[config.mk]
export PLATFORM = sky130hd
export DESIGN_NAME = flagged_alu
export DESIGN_NICKNAME = d
export VERILOG_FILES = /design/src/rtl/alu_pkg.sv /design/src/rtl/alu_addsub.sv /design/src/rtl/alu_logic.sv /design/src/rtl/alu_flags.sv /design/src/rtl/flagged_alu.sv
export SDC_FILE = /design/constraint.sdc
export NUM_CORES = 1
export LEC_CHECK = 0
export BUFFER_PORTS_ARGS = -buffer_cell sky130_fd_sc_hd__buf_4
export CAP_MARGIN = 20
export CORE_ASPECT_RATIO = 0.6
export CORE_MARGIN = 1.5
export CORE_UTILIZATION = 40
export DETAILED_ROUTE_END_ITERATION = 7
export GPL_TIMING_DRIVEN = 0
export SLEW_MARGIN = 20
export SYNTH_ARGS = -nofsm -noshare
export SYNTH_HDL_FRONTEND = slang
export SYNTH_SLANG_ARGS = --single-unit
[constraint.sdc]
create_clock -name vclk -period 8.4
set_input_delay 1.26 -clock vclk [all_inputs]
set_output_delay 1.26 -clock vclk [all_outputs]
set_load 0.02 [all_outputs]
[src/rtl/alu_pkg.sv]
package alu_pkg;
  typedef enum logic [1:0] {
    OP_ADD = 2'b00,
    OP_SUB = 2'b01,
    OP_XOR = 2'b10,
    OP_AND = 2'b11
  } alu_op_e;
endpackage

[src/rtl/alu_addsub.sv]
module alu_addsub #(
  parameter int WIDTH = 32
) (
  input  logic [WIDTH-1:0] in_a,
  input  logic [WIDTH-1:0] in_b,
  input  logic             do_sub,
  output logic [WIDTH-1:0] sum,
  output logic             sgn_ovf
);
  localparam int MSB = WIDTH - 1;

  logic [WIDTH-1:0] b_eff;
  logic [WIDTH-1:0] cin_vec;

  // Subtraction: a + ~b + 1
  assign b_eff   = do_sub ? ~in_b : in_b;
  assign cin_vec = {{(WIDTH-1){1'b0}}, do_sub};
  assign sum     = in_a + b_eff + cin_vec;

  // Like-signed adder inputs giving an opposite-signed sum
  assign sgn_ovf = (in_a[MSB] == b_eff[MSB]) && (sum[MSB] != in_a[MSB]);
endmodule

[src/rtl/alu_logic.sv]
module alu_logic #(
  parameter int WIDTH = 32
) (
  input  logic [WIDTH-1:0] in_a,
  input  logic [WIDTH-1:0] in_b,
  input  logic             pick_and,
  output logic [WIDTH-1:0] out_y
);
  assign out_y = pick_and ? (in_a & in_b) : (in_a ^ in_b);
endmodule

[src/rtl/alu_flags.sv]
module alu_flags #(
  parameter int WIDTH = 32
) (
  input  logic [WIDTH-1:0] res,
  input  logic             is_arith,
  input  logic             raw_ovf,
  output logic             f_ovf,
  output logic             f_neg,
  output logic             f_zero
);
  assign f_ovf  = is_arith & raw_ovf;
  assign f_neg  = res[WIDTH-1];
  assign f_zero = ~|res;
endmodule

[src/rtl/flagged_alu.sv]
module flagged_alu
  import alu_pkg::*;
#(
  parameter int WIDTH = 32
) (
  input  logic [WIDTH-1:0] opnd_a,
  input  logic [WIDTH-1:0] opnd_b,
  input  logic [1:0]       op_sel,
  output logic [WIDTH-1:0] result,
  output logic             ovf,
  output logic             neg,
  output logic             zero
);
  localparam int MSB = WIDTH - 1;

  alu_op_e          op;
  logic [WIDTH-1:0] arith_y;
  logic [WIDTH-1:0] logic_y;
  logic             arith_ovf;
  logic             is_arith;

  assign op       = alu_op_e'(op_sel);
  assign is_arith = (op == OP_ADD) || (op == OP_SUB);

  alu_addsub #(.WIDTH(WIDTH)) u_addsub (
    .in_a    (opnd_a),
    .in_b    (opnd_b),
    .do_sub  (op == OP_SUB),
    .sum     (arith_y),
    .sgn_ovf (arith_ovf)
  );

  alu_logic #(.WIDTH(WIDTH)) u_logic (
    .in_a     (opnd_a),
    .in_b     (opnd_b),
    .pick_and (op == OP_AND),
    .out_y    (logic_y)
  );

  // full case with default, no latch
  always_comb begin
    case (op)
      OP_ADD, OP_SUB: result = arith_y;
      default:        result = logic_y;
    endcase
  end

  alu_flags #(.WIDTH(WIDTH)) u_flags (
    .res      (result),
    .is_arith (is_arith),
    .raw_ovf  (arith_ovf),
    .f_ovf    (ovf),
    .f_neg    (neg),
    .f_zero   (zero)
  );

  always_comb begin
    // logical ops never overflow
    a_r7_logic_no_ovf: assert (!(op_sel[1] && ovf));
    // mixed-sign addition cannot overflow
    a_r5_mixed_add_no_ovf: assert (!(op_sel == 2'b00 && opnd_a[MSB] != opnd_b[MSB] && ovf));
    // like-signed subtraction cannot overflow
    a_r6_like_sub_no_ovf: assert (!(op_sel == 2'b01 && opnd_a[MSB] == opnd_b[MSB] && ovf));
    // XOR result is zero only when the operands match
    a_r3_xor_zero_iff_equal: assert (op_sel != 2'b10 || zero == (opnd_a == opnd_b));
    // AND result is negative only if both operands are negative
    a_r4_and_neg: assert (op_sel != 2'b11 || neg == (opnd_a[MSB] & opnd_b[MSB]));
    // subtracting a value from itself gives zero, no overflow
    a_r6_self_sub_zero: assert (!(op_sel == 2'b01 && opnd_a == opnd_b) || (zero && !ovf));
  end
endmodule

==> results of run 1 <==
[stage by stage]
step	instance area (um2)	total power (W)	hold WS (ps)	cells	setup TNS (ps)
global placement	4460	0.000480	2920	692	-1600
detailed placement	4460	0.000484	2920	692	-1850
finish	4460	0.000495	2930	690	0
CTS	4460	0.000487	2920	690	0
floorplan	3560	0.000321	2670	479	0
global route	4460	0.000538	2940	690	0
[cell usage after synthesis (2+ instances only)]
library cell,instances
nor4bb_1,2
and3_1,4
nand4_1,5
clkbuf_8,3
a211o_1,3
mux2_2,17
clkbuf_1,11
or2_2,2
ha_1,66
buf_1,3
buf_6,2
o21bai_1,2
a21o_1,8
a31oi_1,4
clkbuf_2,2
o31ai_1,3
nand2b_1,15
o211ai_1,12
nor2b_1,2
or4_1,4
nand3_1,4
a21oi_1,41
nand2_1,49
xnor2_1,47
o21a_1,10
a211oi_1,4
nor4_1,4
nor4b_1,3
nor2_1,26
mux2i_1,11
nor3b_1,6
nor3_1,8
xor2_1,7
o21ai_0,38
buf_2,5
inv_1,9
o31a_1,2
[power by group]
part | total, W | internal [W] | switching [W]
logic | 0.000495 | 0.000210 | 0.000285
clock network | 0 | 0 | 0
registers | 0 | 0 | 0
[logic make-up (layout without fill, tap and decap cells)]
group | after synthesis | after routing
xor+xnor | 54 | 54
buf+inv | 36 | 135
mux | 28 | 28
compound gates | 149 | 149
fa+ha+maj | 67 | 67
simple gates | 145 | 145
[worst min-delay path, stage by stage]
cell and delay (ps):
buf_4 110, nor2_1 40, nand2_1 50, a21oi_1 60, buf_4 150
[cell type report]
class | instances | share of cell area [%]
multi-input cells | 443 | 75.5
repair buffers | 101 | 17.0
plain buffers | 25 | 3.59
well taps | 112 | 3.14
inverters | 9 | 0.757
[layout by cell type, fill, tap and decap left out, types with 3 or more instances in the layout]
cell type / count
nor4b_1: 3
inv_1: 9
o31ai_1: 3
nand3_1: 4
nand2b_1: 15
xnor2_1: 47
clkbuf_1: 7
xor2_1: 7
nor3_1: 8
clkbuf_2: 6
o211ai_1: 12
nor4_1: 4
o21a_1: 10
mux2_2: 17
nand2_1: 49
nor3b_1: 6
a211oi_1: 4
a211o_1: 3
nand4_1: 5
buf_4: 103
ha_1: 66
a31oi_1: 4
o21ai_0: 38
buf_2: 5
a21oi_1: 41
mux2i_1: 11
a21o_1: 8
nor2_1: 26
clkbuf_8: 3
or4_1: 4
and3_1: 4
[routing by layer]
layer	vias to the layer above	share of wire, %
met5	-	0
met4	0	0.47
met3	4	8.8
met2	148	35
met1	1820	56
li1	1983	-
[repair_timing]
action / in CTS / in global routing
endpoints found under the setup margin: 7 / 1
buffers inserted: 0 / 0
resized for setup: 3 / 7
[path summary, 6_finish.rpt]
kind | from | end | slack (ps) | cells after the start
setup / recovery | op_sel[0] | zero | 370 | 20
hold / removal | opnd_a[31] | ovf | 2930 | 5
==> results.md, run 1 <==
- Status: complete, no violations
- Initial Util: 41.5%
- Remaining DRCs: 0
- Area share of and/or/nand/nor cells after synthesis: 21.3%
- Syn Nets: 612
- Req. time, crit path: 7140 ps
- Multiplexer area fraction after synthesis: 8.46%
- Sequential standard cell area: 0 um2
- Synthesized instance count: 479
- Crit-path slowest cell: a211oi_1
- FF+latch count: 0
- Crit path launch type: primary input
- Synth cell types: 72
- Worst path top cell family by delay: buffers and inverters
- Synth-to-layout area growth: 25.2%
- XOR/XNOR share of the synthesized area: 13.3%
- Synth Area in Compound Gates: 27.8%
- Power Density: 111 mW/mm2
- Maxcap violations: 0
- GRT overflow: 0
- Vias in the first global route: 3,823
- Critical path class: in -> out
- Die footprint: 0.00950 mm2
- Hold-fix buffer count after cts: 0
- Setup WS pre-CTS: -924 ps
- PortBufs: 101
- Largest cells by area after synthesis: ha_1 23%, xnor2_1 12%, a21oi_1 5.8%
- GR Util met1: 43.3%
- Tcrit/Tclk final: 95.6%
- Routability-driven placement congestion ratio: 1.00
- Die X-Extent: 125 um
- Total Routing Usage GR: 26.0%
- Rows: 26
- Worst Max-Slew Pin Slew: 920 ps
- Adder and majority gate portion of the synthesized area: 23.7%
- Sequential fraction of the synthesis area: 0%
- Critical path capture point type: primary output
- Top-area cell type share of the netlist area: 23.2%
- Slew Limit Fails: 0
- Post-layout util: 52.0%
- Top Ports: 101
- Met2 global-route usage: 34.1%
- DR vias/cell: 5.73
- Met3 Usage GRT: 5.83%
- WP data arrival: 6770 ps
- Core footprint: 0.00859 mm2
- Multi-input logic area: 0.00337 mm2
- DRT Pass-1 Iters: 5
- Dpl hpwl: 10.9 mm
- Biggest area consumer among synthesized cells: ha_1
- Yosys warns: 0
- Share of layout cells above drive strength 1: 26.1%
- Main combinational cell family by area after synthesis: compound AO/OA/AOI/OAI gates
- WP buf/inv: 7
- Diodes inserted: 0
- 1st-iter DRT viols: 250
- Most Crowded Layer GR: met1
- Final Hold Viols: 0
- Mapped Area: 0.00356 mm2
- Die height: 76.1 um
- Global-route wire length before repair: 20.5 mm
- Worst Hold Class: in -> out
- CLK BUF: 0
- Setup-failing EPs final: 0
- Layout fillers: 874
- RSZ-0062 raised after global routing: false
- Maximum VDD drop: 0.0365 mV
- Antenna violations before repair: 0
- Final worst slack: 371 ps
- WL per Instance: 18.2 um
- Post-Syn Area per Cell: 7.44 um2
- CP Cell Sequence: buf_4 -> buf_2 -> buf_4 -> buf_2 -> nand2b_1 -> clkbuf_1 -> clkbuf_2 -> xnor2_1 -> ha_1 -> and2b_1 -> o31a_1 -> o21ai_2 -> a31oi_1 -> a211oi_1 -> a31o_1 -> nor2_1 -> or4_1 -> or4_1 -> nor4_2 -> buf_4
- Fmax: 0.125 GHz
- Nets: 713
- Final ANT Viol Nets: 0
- Drt total wl: 12.6 mm
- Crit-path max FO: 19
- DR vias: 3,955
- Most used cell along the critical path: buf_4
- P_leak: 2.03 nW
- CP peak stage delay: 550 ps
- Largest net degree at the start of global routing: 20
- Normalized max-slew margin: 38.0%
- Minimum clock period: 8030 ps
Note: power is estimated with default switching activity, not from simulation.
==> run 2, diff against run 1 <==
CORE_ASPECT_RATIO = 1.25   (was 0.6)
CORE_UTILIZATION = 35   (was 40)
==> results.md, run 2 (synthesized netlist as in run 1, its figures left out) <==
- GRT overflow: 0
- Sequential standard cell area: 0 um2
- Crit-path slowest cell: nor4_1
- Setup TNS: 0 ps
- DRT Pass-1 Iters: 4
- Synth-to-layout area growth: 25.8%
- Post-route cell area: 0.00448 mm2
- Core footprint: 0.0100 mm2
- Power Density: 108 mW/mm2
- Largest net degree at the start of global routing: 20
- Nets: 713
- Routability-driven placement congestion ratio: 0.925
- Minimum clock period: 8140 ps
- DR vias: 3,958
- Total Routing Usage GR: 22.0%
- Pwr Total: 0.000483 W
- Critical path class: in -> out
- PortBufs: 101
- Die footprint: 0.0108 mm2
- Die height: 116 um
- Diodes inserted: 0
- Dpl hpwl: 10.2 mm
- Tcrit/Tclk final: 96.9%
- Number of post-CTS setup repair buffers: 0
- Worst path top cell family by delay: simple AND/OR/NAND/NOR gates
- Endpoint, Worst Hold: result[4]
- Req. time, crit path: 7140 ps
- Most frequent cells in the layout: 102 x buf_4, 66 x ha_1, 49 x nand2_1
- CP Cell Sequence: buf_4 -> buf_2 -> clkbuf_4 -> buf_2 -> nand2b_1 -> clkbuf_1 -> clkbuf_2 -> xnor2_1 -> ha_1 -> and2b_1 -> o21a_1 -> nor3_1 -> o31ai_1 -> or4b_1 -> or4_1 -> or4_1 -> nor4_1 -> nand4b_1 -> nor4_2 -> buf_4
- Remaining DRCs: 0
- Top Ports: 101
- Leading cell type in the layout, fill and taps excluded: buf_4
- WL per Instance: 17.0 um
- Slew Limit Fails: 0
- Share of layout cells above drive strength 1: 26.1%
- WP data arrival: 6880 ps
- Fmax: 0.123 GHz
- Crit-path max FO: 19
- Setup-failing EPs final: 0
- WP buf/inv: 7
- Rows: 41
- CP peak stage delay: 620 ps
- Worst Hold Class: in -> out
- Global-route wire length before repair: 19.0 mm
- RSZ-0062 raised after global routing: false
- Status: complete, no violations
- Hold Crit Start: op_sel[1]
- FF+latch count: 0
- Normalized max-slew margin: 47.8%
- Placed Area: 0.00448 mm2
- DR vias/cell: 5.60
- Initial Util: 35.6%
- Crit path launch type: primary input
- Critical path capture point type: primary output
- Worst Max-Slew Pin Slew: 775 ps
- Maxcap violations: 0
- WHS: 2910 ps
- Maximum VDD drop: 0.0643 mV
- 1st-iter DRT viols: 95
- Die X-Extent: 93.3 um
- Antenna violations before repair: 0
- P_leak: 2.03 nW
- CLK BUF: 0
- Hold path cells: 3
- Final ANT Viol Nets: 0
- Drt total wl: 12.1 mm
- Post-layout util: 44.8%
- Final Hold Viols: 0
- Vias in the first global route: 3,905
run 2: changes by cell type in the layout (fill, tap and decap cells not counted):
| cell | previous run | this run |
|---|---|---|
| buf_4 | 103 | 102 |
| clkbuf_4 | 0 | 1 |
run 2: final cells by class:
cell class / instances / area (um2)
Multi-Input combinational cell: 443 / 3370
Inverter: 9 / 33.8
Fill cell: 1077 / 5520
Buffer: 25 / 160
Timing Repair Buffer: 101 / 758
Tap cell: 129 / 161
run 2: worst max-delay path by stage:
| stage | start | end | slack (ps) | depth (start not counted) |
|---|---|---|---|---|
| floorplan | op_sel[0] | zero | 550 | 21 |
| global placement | op_sel[0] | zero | -1220 | 22 |
| detailed placement | op_sel[0] | zero | -1260 | 22 |
| CTS | op_sel[1] | zero | 20 | 21 |
| global route | op_sel[0] | zero | 3 | 20 |
| finish | op_sel[0] | zero | 260 | 20 |
run 2: per-stage QoR:
stage | std cells | worst slack [ps]
2_1_floorplan | 479 | 550
3_3_place_gp | 709 | -1220
3_5_place_dp | 709 | -1260
4_1_cts | 707 | 24.7
5_1_grt | 707 | 2.59
6_report | 707 | 260
run 2: report_power, final:
part           internal (W)  leakage, nW  switching, W  total, W
combinational      0.000209         2.03      0.000274  0.000483
clock                     0            0             0         0
sequential                0            0             0         0
run 2: layer usage:
layer / GRT usage (%) / share of wire (%) / up-vias
li1: - / - / 1980
met5: 0 / 0 / -
met2: 43.3 / 53 / 101
met1: 25.7 / 42 / 1863
met3: 0.525 / 3.0 / 14
met4: 5.45 / 1.7 / 0
run 2: what timing repair did:
| item | in CTS | in global routing |
|---|---|---|
| endpoints found under the setup margin | 12 | 1 |
| hold buffers | 0 | 0 |
| gates cloned | 0 | 0 |
| resized for setup | 2 | 8 |
==> run 3, diff against run 2 <==
GPL_TIMING_DRIVEN = 1   (was 0)
==> results.md, run 3 (synthesized netlist as in run 1, its figures left out) <==
- Normalized max-slew margin: 50.6%
- Setup-failing EPs final: 0
- Critical path capture point type: primary output
- FF+latch count: 0
- Diodes inserted: 0
- Most frequent cells in the layout: 102 x buf_4, 66 x ha_1, 49 x nand2_1
- Vias in the first global route: 3,619
- Maxcap violations: 0
- Post_cts resized: 0
- Remaining DRCs: 0
- WL per Instance: 15.6 um
- Worst Max-Slew Pin Slew: 741 ps
- Post-layout util: 43.3%
- Global-route wire length before repair: 16.9 mm
- P_leak: 1.94 nW
- Hold Crit Start: opnd_a[31]
- Nets: 689
- WP data arrival: 6150 ps
- Share of layout cells above drive strength 1: 24.4%
- Status: complete, no violations
- Leading cell type in the layout, fill and taps excluded: buf_4
- WHS: 2920 ps
- GRT overflow: 0
- Synth-to-layout area growth: 21.6%
- Antenna violations before repair: 0
- Routability-driven placement congestion ratio: 0.946
- Req. time, crit path: 7140 ps
- Minimum clock period: 7410 ps
- Sequential standard cell area: 0 um2
- Die X-Extent: 93.3 um
- Final Hold Viols: 0
- DRT Pass-1 Iters: 4
- Fmax: 0.135 GHz
- Top Ports: 101
- Critical path class: in -> out
- 1st-iter DRT viols: 97
- Hold-fix buffer count after cts: 0
- DR vias: 3,786
- Number of post-CTS setup repair buffers: 0
- Die height: 116 um
- Drt total wl: 10.6 mm
- Core footprint: 0.0100 mm2
- Slew Limit Fails: 0
- Tcrit/Tclk final: 88.2%
- Total Routing Usage GR: 18.9%
- Initial Util: 35.6%
- Rows: 41
- Power Density: 108 mW/mm2
- CLK BUF: 0
- Final ANT Viol Nets: 0
- Maximum VDD drop: 0.0565 mV
- Largest net degree at the start of global routing: 79
- Die footprint: 0.0108 mm2
- Worst Hold Class: in -> out
- RSZ-0062 raised after global routing: false
- Crit-path max FO: 78
- PortBufs: 101
- Crit path launch type: primary input
- Setup TNS: 0 ps
- Crit path from: op_sel[1]
- Dpl hpwl: 8.91 mm
- DR vias/cell: 5.54
-- run 3: changes by cell type in the layout (fill, tap and decap cells not counted), sizes merged --
cell / change
buf: -7
clkbuf: -17
-- run 3: layout make-up --
type	instances	area (um2)
Multi-Input combinational cell	443	3370
Timing Repair Buffer	102	766
Tap cell	129	161
Inverter	9	33.8
Fill cell	1050	5670
-- run 3: metal layers --
metal  vias up  global-route usage, %  share of wire [%]
met2       114                   36.7                 51
met1      1728                   23.1                 43
met4         0                   3.03                1.4
met3        12                  0.722                4.3
li1       1932                      -                  -
met5         -                      0                  0
-- run 3: where the power goes --
group / internal (W) / switching, W / total [W]
clock network: 0 / 0 / 0
logic: 0.000203 / 0.000265 / 0.000468
registers: 0 / 0 / 0
total: 0.000203 / 0.000265 / 0.000468
-- run 3: worst paths after layout --
check	end	slack [ps]	cells past startpoint
setup / recovery	zero	990	16
hold / removal	ovf	2920	5
-- run 3: critical path, stage by stage --
cell and delay, ps:
buf_4 560, nand2b_2 570, buf_4 390, xnor2_1 160
ha_1 330, o211a_1 250, o31a_1 140, o21ai_1 190
xor2_1 170, o21ai_0 120, or4_1 550, or4_1 440
nor4_1 490, nand4b_1 180, nor4_2 170, buf_4 180
-- run 3: metrics by stage --
step	area, um2	power, W	std cells	worst slack, ps
finish	4330	0.000468	683	990
global route	4330	0.000513	683	616
detailed placement	4330	0.000466	683	995
global placement	4330	0.000463	683	1090
CTS	4330	0.000469	683	983
floorplan	3560	0.000321	479	550
